File: config.mk
export PLATFORM = sky130hd
export DESIGN_NAME = phy_probe_seq
export DESIGN_NICKNAME = d
export VERILOG_FILES = /design/src/rtl/phy_probe_pkg.sv /design/src/rtl/us_tick_gen.sv /design/src/rtl/us_timer.sv /design/src/rtl/id_matcher.sv /design/src/rtl/phy_probe_seq.sv
export SDC_FILE = /design/constraint.sdc
export NUM_CORES = 1
export LEC_CHECK = 0
export BUFFER_PORTS_ARGS = -buffer_cell sky130_fd_sc_hd__buf_4
export CAP_MARGIN = 20
export CORE_ASPECT_RATIO = 1.1
export CORE_MARGIN = 2
export CORE_UTILIZATION = 45
export CTS_CLUSTER_SIZE = 14
export DETAILED_ROUTE_END_ITERATION = 8
export GPL_TIMING_DRIVEN = 0
export PLACE_DENSITY = 0.66
export SKIP_CTS_REPAIR_TIMING = 1
export SLEW_MARGIN = 25
export SYNTH_ARGS = -nofsm -noshare
export SYNTH_HDL_FRONTEND = slang
export SYNTH_SLANG_ARGS = --single-unit
export TNS_END_PERCENT = 1
File: constraint.sdc
create_clock -name clk -period 3 [get_ports clk]
set_input_delay 0.15 -clock clk [delete_from_list [all_inputs] [get_ports clk]]
set_output_delay 0.15 -clock clk [all_outputs]
set_load 0.02 [all_outputs]
File: src/rtl/phy_probe_pkg.sv
package phy_probe_pkg;

    typedef enum logic [3:0] {
        ST_IDLE,
        ST_SCAN_REQ,
        ST_SCAN_WAIT,
        ST_PASS_GAP,
        ST_ID2_REQ,
        ST_ID2_WAIT,
        ST_CTRL_REQ,
        ST_CTRL_WAIT,
        ST_STAT_REQ,
        ST_STAT_WAIT,
        ST_POLL_GAP
    } seq_state_e;

    localparam logic [4:0]  REG_CTRL    = 5'd0;
    localparam logic [4:0]  REG_STAT    = 5'd1;
    localparam logic [4:0]  REG_ID_HI   = 5'd2;
    localparam logic [4:0]  REG_ID_LO   = 5'd3;
    localparam logic [4:0]  LAST_ADDR   = 5'd31;
    localparam int          BIT_AN_EN   = 12;
    localparam int          BIT_AN_DONE = 5;
    localparam int          BIT_LINK    = 2;
    localparam logic [15:0] NO_REPLY    = 16'hFFFF;

endpackage

File: src/rtl/us_tick_gen.sv
module us_tick_gen #(
    parameter int DIV = 50
) (
    input  logic clk,
    input  logic rst_n,
    output logic tick
);
    generate
        if (DIV <= 1) begin : g_every
            assign tick = 1'b1;
        end else begin : g_div
            localparam int W = $clog2(DIV);
            logic [W-1:0] cnt_q;
            assign tick = (cnt_q == W'(DIV - 1));
            always_ff @(posedge clk or negedge rst_n) begin
                if (!rst_n)    cnt_q <= '0;
                else if (tick) cnt_q <= '0;
                else           cnt_q <= cnt_q + 1'b1;
            end
        end
    endgenerate
endmodule

File: src/rtl/us_timer.sv
module us_timer #(
    parameter int MAX_US = 10000,
    localparam int W     = $clog2(MAX_US + 1)
) (
    input  logic         clk,
    input  logic         rst_n,
    input  logic         load,
    input  logic [W-1:0] load_val,
    input  logic         tick,
    output logic         expire
);
    logic [W-1:0] cnt_q;

    assign expire = tick && (cnt_q == W'(1)) && !load;

    always_ff @(posedge clk or negedge rst_n) begin
        if (!rst_n)                     cnt_q <= '0;
        else if (load)                  cnt_q <= load_val;
        else if (tick && cnt_q != '0)   cnt_q <= cnt_q - 1'b1;
    end
endmodule

File: src/rtl/id_matcher.sv
module id_matcher #(
    parameter int                      NUM_IDS = 4,
    parameter logic [NUM_IDS*32-1:0]   TABLE   = '0
) (
    input  logic [31:0] id,
    output logic        hit
);
    logic [NUM_IDS-1:0] live;
    logic [NUM_IDS-1:0] match;

    generate
        for (genvar i = 0; i < NUM_IDS; i++) begin : g_entry
            localparam logic [31:0] ENTRY = TABLE[i*32 +: 32];
            if (i == 0) begin : g_first
                assign live[i] = (ENTRY != 32'd0);
            end else begin : g_next
                assign live[i] = live[i-1] && (ENTRY != 32'd0);
            end
            assign match[i] = live[i] && (id == ENTRY);
        end
    endgenerate

    assign hit = |match;
endmodule

File: src/rtl/phy_probe_seq.sv
module phy_probe_seq
    import phy_probe_pkg::*;
#(
    parameter int                    CLK_HZ      = 50_000_000,
    parameter int                    MAX_PASSES  = 11,
    parameter int                    PASS_GAP_US = 10000,
    parameter int                    POLL_GAP_US = 1,
    parameter int                    MAX_POLLS   = 1000,
    parameter int                    NUM_IDS     = 4,
    parameter logic [NUM_IDS*32-1:0] KNOWN_IDS   = {32'h0,
                                                    32'h0E11_7A40,
                                                    32'h0C3D_1160,
                                                    32'h0B52_9A10}
) (
    input  logic        clk,
    input  logic        rst_n,
    input  logic        go,
    output logic        busy,
    output logic        mdio_start,
    output logic        mdio_write,
    output logic [4:0]  mdio_phy,
    output logic [4:0]  mdio_reg,
    output logic [15:0] mdio_wdata,
    input  logic        mdio_done,
    input  logic [15:0] mdio_rdata,
    output logic [4:0]  phy_addr,
    output logic [31:0] phy_id,
    output logic        id_known,
    output logic        link_up,
    output logic        err_no_phy,
    output logic        err_link_timeout
);
    localparam int TICK_DIV = (CLK_HZ / 1_000_000 < 1) ? 1 : CLK_HZ / 1_000_000;
    localparam int GAP_MAX  = (PASS_GAP_US > POLL_GAP_US) ? PASS_GAP_US : POLL_GAP_US;
    localparam int TW       = $clog2(GAP_MAX + 1);
    localparam int PW       = $clog2(MAX_PASSES + 1);
    localparam int QW       = $clog2(MAX_POLLS + 1);

    seq_state_e state_q, state_d;

    logic [4:0]    scan_addr_q;
    logic [PW-1:0] pass_cnt_q;
    logic [QW-1:0] poll_cnt_q;
    logic [15:0]   id_hi_q;
    logic [4:0]    phy_addr_q;
    logic [31:0]   phy_id_q;
    logic          have_phy_q;
    logic          an_en_q;
    logic          link_up_q, err_np_q, err_lt_q;

    logic          tick, expire, timer_load, match_hit;
    logic [TW-1:0] timer_val;

    logic no_reply, last_addr, last_pass, last_poll, link_ok;
    assign no_reply  = (mdio_rdata == NO_REPLY);
    assign last_addr = (scan_addr_q == LAST_ADDR);
    assign last_pass = (pass_cnt_q >= PW'(MAX_PASSES));
    assign last_poll = (poll_cnt_q >= QW'(MAX_POLLS - 1));
    assign link_ok   = mdio_rdata[BIT_LINK] && (!an_en_q || mdio_rdata[BIT_AN_DONE]);

    us_tick_gen #(.DIV(TICK_DIV)) tick_i (
        .clk   (clk),
        .rst_n (rst_n),
        .tick  (tick)
    );

    us_timer #(.MAX_US(GAP_MAX)) timer_i (
        .clk      (clk),
        .rst_n    (rst_n),
        .load     (timer_load),
        .load_val (timer_val),
        .tick     (tick),
        .expire   (expire)
    );

    id_matcher #(.NUM_IDS(NUM_IDS), .TABLE(KNOWN_IDS)) match_i (
        .id  (phy_id_q),
        .hit (match_hit)
    );

    // State register
    always_ff @(posedge clk or negedge rst_n) begin
        if (!rst_n) state_q <= ST_IDLE;
        else        state_q <= state_d;
    end

    // Next-state logic
    always_comb begin
        state_d = state_q;
        unique case (state_q)
            ST_IDLE:      if (go) state_d = have_phy_q ? ST_CTRL_REQ : ST_SCAN_REQ;
            ST_SCAN_REQ:  state_d = ST_SCAN_WAIT;
            ST_SCAN_WAIT: if (mdio_done) begin
                              if (!no_reply)      state_d = ST_ID2_REQ;
                              else if (!last_addr) state_d = ST_SCAN_REQ;
                              else if (last_pass)  state_d = ST_IDLE;
                              else                 state_d = ST_PASS_GAP;
                          end
            ST_PASS_GAP:  if (expire) state_d = ST_SCAN_REQ;
            ST_ID2_REQ:   state_d = ST_ID2_WAIT;
            ST_ID2_WAIT:  if (mdio_done) state_d = ST_CTRL_REQ;
            ST_CTRL_REQ:  state_d = ST_CTRL_WAIT;
            ST_CTRL_WAIT: if (mdio_done) state_d = ST_STAT_REQ;
            ST_STAT_REQ:  state_d = ST_STAT_WAIT;
            ST_STAT_WAIT: if (mdio_done) state_d = (link_ok || last_poll) ? ST_IDLE : ST_POLL_GAP;
            ST_POLL_GAP:  if (expire) state_d = ST_CTRL_REQ;
            default:      state_d = ST_IDLE;
        endcase
    end

    // Outputs
    always_comb begin
        mdio_start = 1'b0;
        mdio_reg   = REG_CTRL;
        mdio_phy   = phy_addr_q;
        timer_load = 1'b0;
        timer_val  = '0;
        unique case (state_q)
            ST_SCAN_REQ: begin mdio_start = 1'b1; mdio_reg = REG_ID_HI; mdio_phy = scan_addr_q; end
            ST_SCAN_WAIT: begin
                mdio_reg = REG_ID_HI;
                mdio_phy = scan_addr_q;
                if (mdio_done && no_reply && last_addr && !last_pass) begin
                    timer_load = 1'b1;
                    timer_val  = TW'(PASS_GAP_US);
                end
            end
            ST_ID2_REQ:   begin mdio_start = 1'b1; mdio_reg = REG_ID_LO; end
            ST_ID2_WAIT:  mdio_reg = REG_ID_LO;
            ST_CTRL_REQ:  mdio_start = 1'b1;
            ST_STAT_REQ:  begin mdio_start = 1'b1; mdio_reg = REG_STAT; end
            ST_STAT_WAIT: begin
                mdio_reg = REG_STAT;
                if (mdio_done && !link_ok && !last_poll) begin
                    timer_load = 1'b1;
                    timer_val  = TW'(POLL_GAP_US);
                end
            end
            default: ;
        endcase
    end

    assign mdio_write       = 1'b0;
    assign mdio_wdata       = '0;
    assign busy             = (state_q != ST_IDLE);
    assign phy_addr         = phy_addr_q;
    assign phy_id           = phy_id_q;
    assign id_known         = have_phy_q && match_hit;
    assign link_up          = link_up_q;
    assign err_no_phy       = err_np_q;
    assign err_link_timeout = err_lt_q;

    // Sequencing data
    always_ff @(posedge clk or negedge rst_n) begin
        if (!rst_n) begin
            scan_addr_q <= '0;
            pass_cnt_q  <= '0;
            poll_cnt_q  <= '0;
            id_hi_q     <= '0;
            phy_addr_q  <= '0;
            phy_id_q    <= '0;
            have_phy_q  <= 1'b0;
            an_en_q     <= 1'b0;
            link_up_q   <= 1'b0;
            err_np_q    <= 1'b0;
            err_lt_q    <= 1'b0;
        end else begin
            unique case (state_q)
                ST_IDLE: if (go) begin
                    link_up_q   <= 1'b0;
                    err_np_q    <= 1'b0;
                    err_lt_q    <= 1'b0;
                    poll_cnt_q  <= '0;
                    scan_addr_q <= '0;
                    pass_cnt_q  <= PW'(1);
                end
                ST_SCAN_WAIT: if (mdio_done) begin
                    if (!no_reply) begin
                        phy_addr_q <= scan_addr_q;
                        id_hi_q    <= mdio_rdata;
                    end else if (!last_addr) begin
                        scan_addr_q <= scan_addr_q + 1'b1;
                    end else if (last_pass) begin
                        err_np_q <= 1'b1;
                    end
                end
                ST_PASS_GAP: if (expire) begin
                    pass_cnt_q  <= pass_cnt_q + 1'b1;
                    scan_addr_q <= '0;
                end
                ST_ID2_WAIT: if (mdio_done) begin
                    phy_id_q   <= {id_hi_q, mdio_rdata};
                    have_phy_q <= 1'b1;
                end
                ST_CTRL_WAIT: if (mdio_done) an_en_q <= mdio_rdata[BIT_AN_EN];
                ST_STAT_WAIT: if (mdio_done) begin
                    if (link_ok)        link_up_q <= 1'b1;
                    else if (last_poll) err_lt_q  <= 1'b1;
                end
                ST_POLL_GAP: if (expire) poll_cnt_q <= poll_cnt_q + 1'b1;
                default: ;
            endcase
        end
    end

    // Assertions
    logic [4:0] prev_reg_q, prev_phy_q;
    always_ff @(posedge clk or negedge rst_n) begin
        if (!rst_n) begin
            prev_reg_q <= REG_CTRL;
            prev_phy_q <= '0;
        end else if (mdio_start) begin
            prev_reg_q <= mdio_reg;
            prev_phy_q <= mdio_phy;
        end
    end

    a_r11_start_pulse: assert property (@(posedge clk) disable iff (!rst_n)
        mdio_start |=> !mdio_start);
    a_r11_read_only: assert property (@(posedge clk) disable iff (!rst_n)
        mdio_start |-> !mdio_write);
    a_r12_one_result: assert property (@(posedge clk) disable iff (!rst_n)
        $onehot0({link_up, err_no_phy, err_link_timeout}));
    a_r12_result_idle: assert property (@(posedge clk) disable iff (!rst_n)
        (link_up || err_no_phy || err_link_timeout) |-> !busy);
    a_r5_pass_bound: assert property (@(posedge clk) disable iff (!rst_n)
        pass_cnt_q <= PW'(MAX_PASSES));
    a_r10_poll_bound: assert property (@(posedge clk) disable iff (!rst_n)
        poll_cnt_q < QW'(MAX_POLLS));
    a_r3_lo_after_hi: assert property (@(posedge clk) disable iff (!rst_n)
        (mdio_start && mdio_reg == REG_ID_LO) |-> (prev_reg_q == REG_ID_HI && prev_phy_q == mdio_phy));
    a_r8_ctrl_first: assert property (@(posedge clk) disable iff (!rst_n)
        (mdio_start && mdio_reg == REG_STAT) |-> prev_reg_q == REG_CTRL);
endmodule

==> impl_summary.txt <==
----------------------------------------------------
[Floorplanning]
  Die height ... 117 um
  Core Rows ... 41
  Floorplan die area ... 12400 um2
  Starting density of the core ... 45.7%
  Standard cell core area ... 11300 um2
  Boundary pin count ... 90
  Horiz. Die Dim ... 106 um

[Yosys]
  Most numerous cell in the Yosys netlist ... dfrtp_1
  Total standard cell area after synthesis ... 5180 um2
  Instance count of the mapped netlist ... 485
  Most common flop cell mapped by yosys ... dfrtp_1
  Total number of yosys warnings ... 0
  Synthesis-stage register bit count ... 101
  Share of flip-flops with an asynchronous set or reset ... 100%
  Average cell area after synthesis ... 10.7 um2
  Top cells by area in the synthesized netlist ... dfrtp_1 49%, mux2_2 13%, nor2_1 3.8%
  Area share of the largest cell type after synthesis ... 48.8%
  Library cell occupying the most area in the post-synthesis netlist ... dfrtp_1
  Synth top cells by count ... 101 x dfrtp_1, 58 x mux2_2, 53 x nor2_1
  Distinct cell type count of the synthesized netlist ... 65
  Number of synthesized flops with an enable pin ... 0
  Share of the yosys chip area belonging to registers ... 48.8%

[Setup path]
  Type of the worst setup path ... reg -> reg
  Setup crit end kind ... flop
  Worst-path cell with the longest stage delay ... nor2_1
  Crit-path max cell delay ... 0.56 ns
  Startpoint of the lowest-slack register-to-register path ... state_q[3]
  Required time of the worst setup path ... 3.22 ns
  Series of cell instances along the critical path ... or2_2, clkbuf_1, or3_1, clkbuf_1, nor2_1, a21oi_2, o21ai_0, o21ai_0
  Maximum fanout encountered on the critical timing path ... 10
  Data arrival time of the critical path ... 2.88 ns
  Critical Path Source ... state_q[3]
  Element type at the critical path start ... flop

[Global route]
  Initial antenna violation count ... 0
  First-pass GRT wire length ... 19700 um
  Total grt overflow ... 0
  Maximum number of pins on one net before global-route repair ... 102
  Vias in the first global route ... 3920
  Aggregate global-route resource usage ... 20.4%

[Routing]
  Final wirelength ... 11900 um
  DR pass1 iterations ... 4
  Antenna violation net count after detailed routing ... 0
  DRC violation count after routing ... 0
  Count of routing violations after the opening detailed-route iteration ... 252
  Vias ... 3996
  Mean routed wirelength per cell ... 16.1 um
  Number of vias per cell after detailed routing ... 5.40

[Final layout]
  Number of inserted diodes ... 0
  Filler cells ... 1015
  Final-stage net count ... 613
  Non-Filler Instances ... 740
  Growth of design area from synthesis to finish ... 21.9%
  Fraction of layout cells with a size suffix above 1 ... 32.2%

[STA]
  Max Slew Vio Count ... 0
  Fmax ... 0.376 GHz
  Min setup slack post-route ... 0.343 ns
  Slew Limit Headroom ... 43.2%
  Setup TNS Final ... 0 ns
  Actual transition at the worst max-transition pin ... 0.846 ns
  Crit path time final ... 2.66 ns
  Final hold violations ... 0
  RSZ-0062 raised after global routing ... false
  Final setup violation count ... 0
  Portion of the clock cycle consumed by the worst path in the final layout ... 88.6%
  Clock skew ... 0.00580 ns

[Placement]
  DP Worst Slack ... 0.367 ns
  Total placed cells including tap cells ... 722
  Number of buffers inserted by port buffering ... 68
  Post-detailed-placement half-perimeter wirelength ... 8590 um
  GP Congestion ... 0.862

[Clock tree]
  Clock latency on the worst-skew pair ... 0.35 ns
  Master cell of the clock root buffer ... clkbuf_16
  CTS Sinks ... 101
  Maximum number of buffers from clock root to sink ... 2
  Number of CTS-inserted buffers ... 9
  TritonCTS clock tree ... done
  Clock-pin transition on the worst setup and hold timing paths ... 0.07 ns
  H-tree depth ... 3

[Worst hold path]
  Hold Startpoint ... mdio_rdata[10]
  Min-delay worst type ... in -> reg

[Run status]
  Status ... finished, final reports clean

[Power]
  Static Leakage ... 2.82 nW
  Worst vdd ir ... 0.000816 V
  Power density of the placed cells ... 926 nW/um2

[Flow run]
  Max Cap Viol ... 0

----------------------------------------------------
cells in the final DEF, fill, tap and decap left out, types with 5 or more instances in the layout:
cell	instances
dfrtp_1	101
buf_4	88
mux2_2	58
nor2_1	53
o21ai_0	24
nand2_1	21
conb_1	20
a21oi_1	15
nand3_1	14
inv_1	12
xnor2_1	11
nand4_1	10
nand2b_1	9
clkbuf_1	9
and3_1	9
nor3_1	9
clkbuf_16	9
ha_1	8
a31oi_1	7
buf_2	6
xor2_1	6
nor4_1	5
layout make-up:
type                    count  area [um2]  area share [%]
inverters                  12        45.0           0.713
flip-flops and latches    101        2530            40.0
repair buffers             70         552            8.74
well taps                 150         188            2.97
plain buffers              39         233            3.69
multi-input cells         352        2450            38.7
clock buffers               9         225            3.57
clock inverters             7        98.8            1.57
sequential cells by signal, indices dropped and copies added (netlist names):
signal,count
tick_i.g_div.cnt_q,6
poll_cnt_q,10
id_hi_q,16
scan_addr_q,5
have_phy_q,1
pass_cnt_q,4
timer_i.cnt_q,14
err_no_phy,1
phy_id,32
phy_addr,5
link_up,1
err_link_timeout,1
state_q,4
an_en_q,1
worst max-delay path: cells and delay by family, from the launching register on:
family	cells	cell delay, ns
flops	1	0.45
simple gates	3	1.18
compound gates	3	0.52
buf+inv	2	0.37
logic make-up (layout without fill, tap and decap cells):
group                    Yosys count  in the layout  synth area share [%]
AO/OA/AOI/OAI                     79             79                  9.78
XOR/XNOR                          17             17                  2.87
adder cells (fa/ha/maj)            8              8                  1.93
buffers and inverters             51            137                  5.36
flip-flops                       101            101                  48.8
multiplexers                      62             62                  13.7
other                              1             20                0.0724
AND/OR/NAND/NOR                  166            166                  17.5
stage by stage:
stage	total power, mW	instance area, um2	utilization (%)	hold WS (ns)
after floorplan	3.72	5250	-	-0.146
after global placement	4.53	5950	52.5	0.405
after detailed placement	4.60	5950	52.5	0.323
after CTS	5.87	6280	55.4	-0.0477
after global routing	6.19	6310	55.7	0.0406
final	5.85	6310	55.7	0.0450
power by group:
part / internal (mW) / total [mW] / switching [mW] / leakage [nW]
clock network: 0.735 / 1.26 / 0.526 / 0.156
registers: 1.84 / 2.27 / 0.431 / 1.22
logic: 1.12 / 2.31 / 1.20 / 1.45
per-layer routing:
layer  GRT usage, %  routed length (um)
met4           8.25                 303
met5              0                   0
met1           26.3                5130
met3           4.13                 536
met2           34.0                5930
path summary, 6_finish.rpt:
check	end	slack, ns	depth (start not counted)
worst max-delay path	poll_cnt_q[2]	0.34	8
worst min-delay path	id_hi_q[10]	0.05	2
worst max register to register	poll_cnt_q[2]	0.34	8
worst min register to register	poll_cnt_q[9]	0.48	1
max in group asynchronous	id_hi_q[5]	2.14	3
min in group asynchronous	poll_cnt_q[8]	0.22	2
Note: power is estimated with default switching activity, not from simulation.
